[src/rtl/serial_rx_fe.sv]
module serial_rx_fe #(
  parameter int OSR = 16
) (
  input  logic       clk,
  input  logic       rst_n,
  input  logic       tick16,
  input  logic       rxd,
  input  logic       wr,
  input  logic [1:0] addr,
  input  logic [7:0] wdata,
  output logic [7:0] rdata
);
  localparam int CW = $clog2(OSR);
  localparam logic [CW-1:0] SMP0 = CW'(OSR/2 - 1);
  localparam logic [CW-1:0] SMP1 = CW'(OSR/2);
  localparam logic [CW-1:0] SMP2 = CW'(OSR/2 + 1);
  localparam logic [CW-1:0] LAST = CW'(OSR - 1);

  typedef enum logic [1:0] {S_IDLE, S_START, S_DATA, S_STOP} st_t;

  st_t st;
  logic [CW-1:0] cnt;
  logic [3:0] bitn;
  logic [8:0] shreg;
  logic [7:0] rbuf;
  logic rx_s1, rx_s2, smp_a, smp_b;
  logic sm0, sm1, ren, rb8, ri, fe, fsel;

  wire maj     = (smp_a & smp_b) | (smp_a & rx_s2) | (smp_b & rx_s2);
  wire mode1   = !sm0 && sm1;
  wire active  = ren && (sm0 || sm1);
  wire [3:0] lastbit = sm0 ? 4'd8 : 4'd7;
  wire ctrl_wr = wr && addr == 2'd0;

  logic unused_wbits;
  assign unused_wbits = ^{wdata[5], wdata[3], wdata[1]};

  always_comb begin
    case (addr)
      2'd0:    rdata = {fsel ? fe : sm0, sm1, 1'b0, ren, 1'b0, rb8, 1'b0, ri};
      2'd1:    rdata = {1'b0, fsel, 6'b0};
      2'd2:    rdata = rbuf;
      default: rdata = 8'h00;
    endcase
  end

  always_ff @(posedge clk) begin
    if (!rst_n) begin
      st <= S_IDLE;
      cnt <= '0;
      bitn <= '0;
      shreg <= '0;
      rbuf <= '0;
      rx_s1 <= 1'b1;
      rx_s2 <= 1'b1;
      smp_a <= 1'b1;
      smp_b <= 1'b1;
      {sm0, sm1, ren, rb8, ri, fe, fsel} <= '0;
    end else begin
      rx_s1 <= rxd;
      rx_s2 <= rx_s1;

      if (ctrl_wr) begin
        if (fsel) fe <= wdata[7];
        else      sm0 <= wdata[7];
        sm1 <= wdata[6];
        ren <= wdata[4];
        rb8 <= wdata[2];
        ri  <= wdata[0];
      end
      if (wr && addr == 2'd1) fsel <= wdata[6];

      if (tick16) begin
        if (st == S_IDLE) begin
          if (active && !rx_s2) begin
            st  <= S_START;
            cnt <= CW'(1);
          end
        end else begin
          cnt <= cnt + 1'b1;
          if (cnt == SMP0) smp_a <= rx_s2;
          if (cnt == SMP1) smp_b <= rx_s2;
          if (cnt == SMP2) begin
            case (st)
              S_START: if (maj) st <= S_IDLE;
              S_DATA:  shreg[bitn] <= maj;
              S_STOP: begin
                ri   <= 1'b1;
                rbuf <= shreg[7:0];
                rb8  <= mode1 ? maj : shreg[8];
                if (fsel && !maj) fe <= 1'b1;
                st   <= S_IDLE;
              end
              default: ;
            endcase
          end
          if (cnt == LAST) begin
            cnt <= '0;
            if (st == S_START) begin
              st   <= S_DATA;
              bitn <= '0;
            end else if (st == S_DATA) begin
              bitn <= bitn + 1'b1;
              if (bitn == lastbit) st <= S_STOP;
            end
          end
        end
      end
    end
  end

  AST_RI_AT_STOP: assert property (@(posedge clk) disable iff (!rst_n)
    (st == S_STOP && tick16 && cnt == SMP2) |=> ri);
  AST_FE_STICKY: assert property (@(posedge clk) disable iff (!rst_n)
    (fe && !(ctrl_wr && fsel)) |=> fe);
  AST_SM0_HELD: assert property (@(posedge clk) disable iff (!rst_n)
    (ctrl_wr && fsel) |=> sm0 == $past(sm0));
  AST_FE_HIDDEN: assert property (@(posedge clk) disable iff (!rst_n)
    !fsel |=> fe == $past(fe));
  AST_GLITCH_DROP: assert property (@(posedge clk) disable iff (!rst_n)
    (st == S_START && tick16 && cnt == SMP2 && maj) |=> st == S_IDLE);
  AST_IDLE_OFF: assert property (@(posedge clk) disable iff (!rst_n)
    (st == S_IDLE && !active) |=> st == S_IDLE);
endmodule

[config.mk]
export PLATFORM = sky130hd
export DESIGN_NAME = serial_rx_fe
export DESIGN_NICKNAME = d
export VERILOG_FILES = /design/src/rtl/serial_rx_fe.sv
export SDC_FILE = /design/constraint.sdc
export NUM_CORES = 1
export LEC_CHECK = 0
export BUFFER_PORTS_ARGS = -buffer_cell sky130_fd_sc_hd__buf_4
export CAP_MARGIN = 20
export CORE_UTILIZATION = 62
export CTS_CLUSTER_DIAMETER = 120
export DETAILED_ROUTE_END_ITERATION = 6
export PLACE_DENSITY_LB_ADDON = 0.08
export REMOVE_ABC_BUFFERS = 1
export SLEW_MARGIN = 15
export SYNTH_ARGS = -nofsm -noshare
export SYNTH_HDL_FRONTEND = slang
export SYNTH_SLANG_ARGS = --single-unit
[constraint.sdc]
create_clock -name clk -period 2.7 [get_ports clk]
set_input_delay 0 -clock clk [delete_from_list [all_inputs] [get_ports clk]]
set_output_delay 0 -clock clk [all_outputs]
set_load 0.1 [all_outputs]
==> reports/results.tsv <==
stage	metric	value	unit
critical_path	startpoint_type_of_the_worst_setup_path	flop	
place	finalWeightedCongestion	0.809	
clock_network	num_clock_sinks	38	
synthesis	synth_top_flop_cell	sky130_fd_sc_hd__dfxtp_1	
timing	fin_worst_skew	3.59	ps
final_layout	area.sequential	761	µm²
drt	totalWireLength	4.46	mm
final_layout	share_of_layout_cells_above_drive_strength_1	0.128	
global_routing	grt_pass1_wl	7.16	mm
timing	finalHoldWorstSlack	25.6	ps
place	place_hpwl	3.16	mm
clock_network	clock_tree.htree_level_count	2	
critical_path	timing.critical_path.slowest_cell_delay	440	ps
timing	setup_repair_after_global_routing_missed_its_margin	false	
die	row_count	20	
global_routing	met3_track_usage_gr	0.0659	
critical_path	critical_path_buf_inv_count	1	
synthesis	ys_seq_elements	38	
global_routing	tot_gr_track_use	0.285	
synthesis	synth.yosys.warnings	0	
critical_path	critPathLaunch	cnt[0]$_SDFFE_PN0P_	
timing	maxClockFrequency	503	MHz
synthesis	post_synth_num_cell_types	38	
global_routing	grt_util_met1	0.329	
die	floorplan.die.width	58.5	µm
critical_path	worstPathMaxFanout	14	
critical_path	worst-r2r-cell-count	6	
clock_network	max-clock-path-buffers	2	
final_layout	nets	282	
final_layout	synthToLayoutAreaGrowth	16.6	%
timing	timing.final.max_slew_violations	0	
synthesis	syn-instance-count	232	
run	cap_viol_max_count	0	
critical_path	crit_reg_reg_startpoint	cnt[0]$_SDFFE_PN0P_	
synthesis	avgSynthCellArea	8.54	µm²
clock_network	tritoncts	built	
clock_network	worst_skew_pair.late_latency	350	ps
timing	hold_violations	0	
power	leakagePower	0.921	nW
synthesis	asyncSetResetFlopFracSynth	0	
run_status	status	finished, final reports clean	
critical_path	worst_path_max_delay_cell	sky130_fd_sc_hd__dfxtp_1	
power	power.density_cell_area	446	nW/µm²
timing	setup_viol	0	
clock_network	post_cts_resized	0	
drt	routed_via_density	5.72	
critical_path	rrSetupSlack	710	ps
die	io_pins	23	
timing	worstMarginPinSlew	869	ps
clock_network	hold_buf_cts	8	
place	place.port_buffers	19	
timing	max-slew-margin-rel	0.420	
drt	detailedRoute.firstIterationViolations	77	
timing	fin_crit_sh	0.736	
drt	detailroute.via_count	1723	
global_routing	first_global_vias	1620	
die	floorplan.die_area	3420	µm²
die	die_y	58.5	µm
critical_path	criticalPathCategory	reg2reg	
timing	final.min_clock_period	1990	ps
critical_path	cpLargestDelayFamily	simple AND/OR/NAND/NOR gates	
global_routing	largest_net_degree_at_the_start_of_global_routing	31	
clock_network	clkSlewWorstSetupHoldPaths	120	ps
critical_path	cp.depth	6	
clock_network	cts-buffers-inserted	5	
global_routing	grtUsageMet2	0.496	
die	start_util	0.649	
clock_network	postCtsSetupRepairBufs	0	
synthesis	seq_area_frac_synth	0.384	
global_routing	top_usage_layer	met2	
drt	drt-wirelength-per-cell	14.8	µm
hold_path	hold_path_class	in2reg	
final_layout	multiInputGateArea	1120	µm²
drt	drt_drc_violations_left	0	
critical_path	critPathCapture	fe$_SDFF_PN0_	
synthesis	post_synth_edffs	0	
final_layout	filler_cell_count	241	
critical_path	endpoint_kind_of_the_worst_setup_timing_path	flop	
drt	detailedRoute.firstPassIterationCount	5	
timing	fin_setup_tns	0	ps
critical_path	timing.critical_path.cells	ha_1 > and3b_1 > nand3_1 > buf_4 > or3_1 > a21oi_1	
critical_path	r2r_end	fe$_SDFF_PN0_	
final_layout	num_antenna_cells	0	
synthesis	synth.cell_area	1980	µm²
power	ir_worst_vdd	409	µV
global_routing	globalRouteOverflowTotal	0	
global_routing	grt_antenna_before_repair	0	
die	core_area	3050	µm²
clock_network	cts-root-buf	sky130_fd_sc_hd__clkbuf_4	
critical_path	arrival	2270	ps
drt	antenna_viol_nets_final	0	
critical_path	critical_path_required	2980	ps
[power breakdown]
group | switching, mW | internal, mW
Sequential | 0.00384 | 0.565
Clock | 0.202 | 0.194
Combinational | 0.0351 | 0.0296
Total | 0.241 | 0.789
[routing by layer]
| metal | up-vias | part of all wire |
|---|---|---|
| met4 | 0 | 0.033 |
| met1 | 804 | 0.41 |
| li1 | 863 | - |
| met2 | 39 | 0.52 |
| met3 | 17 | 0.038 |
| met5 | - | 0 |
[how the worst min path moves through the flow]
| stage | to | depth (start not counted) | startpoint |
|---|---|---|---|
| floorplan | smp_a$_SDFFE_PN1P_ | 1 | rst_n |
| global placement | rx_s1$_SDFF_PN1_ | 2 | rxd |
| detailed placement | rx_s1$_SDFF_PN1_ | 2 | rxd |
| CTS | rb8$_SDFF_PN0_ | 3 | wdata[2] |
| global route | st[0]$_SDFFE_PN0P_ | 3 | tick16 |
| finish | st[0]$_SDFFE_PN0P_ | 3 | tick16 |
[worst register-to-register path: cells and delay by family (launching register included)]
kind / cells / cell delay, ps
and+or+nand+nor: 3 / 930
adders and majority gates: 1 / 200
DFF: 1 / 440
buffers and inverters: 1 / 200
AOI/OAI and AO/OA: 1 / 150
[sequential cells by signal, indices dropped and copies added, names as in the netlist, 2 cells and up]
name	cells
cnt	4
rbuf	8
st	2
shreg	9
bitn	4
[Yosys cell counts, drive strengths merged, types with 2 or more instances]
master / n / area [µm²]
buf: 6 / 30.0
a31oi: 5 / 31.3
nor2: 22 / 82.6
nor3b: 2 / 20.0
or3: 3 / 18.8
nand3: 5 / 37.5
o21ai: 6 / 30.0
nand2b: 5 / 31.3
mux2i: 21 / 210
a21oi: 21 / 105
and2: 5 / 31.3
nand4b: 3 / 26.3
dfxtp: 38 / 761
nand4: 11 / 68.8
inv: 10 / 37.5
ha: 11 / 138
o21a: 2 / 15.0
nor2b: 5 / 31.3
a211oi: 2 / 15.0
clkbuf: 7 / 27.5
and3b: 2 / 17.5
nand2: 26 / 97.6
and3: 3 / 23.8
[area by class of cell]
cell class / count / share of cell area
inverter: 10 / 0.0163
sequential: 38 / 0.330
tap: 44 / 0.0238
multi-input combinational: 171 / 0.487
clock buffer: 5 / 0.0163
clock inverter: 3 / 0.0195
timing repair buffer: 30 / 0.107
[cells by family after synthesis]
logic type      synth area share
mux                        0.106
buf+inv                   0.0480
flops                      0.384
fa+ha+maj                 0.0745
simple gates               0.258
compound gates             0.130
[stage by stage]
| stage | worst slack [ps] | instance area, µm² | cells | power, mW | util |
|---|---|---|---|---|---|
| after detailed placement | 758 | 2140 | 284 | 0.635 | 0.700 |
| after global routing | 574 | 2310 | 301 | 1.07 | 0.756 |
| after floorplan | 166 | 1920 | 219 | 0.607 | - |
| final | 712 | 2310 | 301 | 1.03 | 0.756 |
| after global placement | 852 | 2140 | 284 | 0.632 | 0.700 |
| after CTS | 729 | 2300 | 300 | 1.03 | 0.753 |
[placed cells by master, fill, tap and decap left out, drive strengths merged, types with 2 or more instances in the layout]
| master | Yosys | routed |
|---|---|---|
| nand3 | 5 | 5 |
| dfxtp | 38 | 38 |
| clkbuf | 7 | 5 |
| buf | 6 | 21 |
| nand2b | 5 | 5 |
| and3b | 2 | 2 |
| nand2 | 26 | 26 |
| dlygate4sd3 | 0 | 9 |
| mux2i | 21 | 21 |
| ha | 11 | 11 |
| a31oi | 5 | 5 |
| and2 | 5 | 5 |
| and3 | 3 | 3 |
| nand4 | 11 | 11 |
| inv | 10 | 10 |
| a211oi | 2 | 2 |
| nor2 | 22 | 22 |
| a21oi | 21 | 21 |
| nand4b | 3 | 3 |
| nor2b | 5 | 5 |
| o21a | 2 | 2 |
| clkinvlp | 0 | 2 |
| nor3b | 2 | 2 |
| or3 | 3 | 3 |
| o21ai | 6 | 6 |
Note: power is estimated with default switching activity, not from simulation.
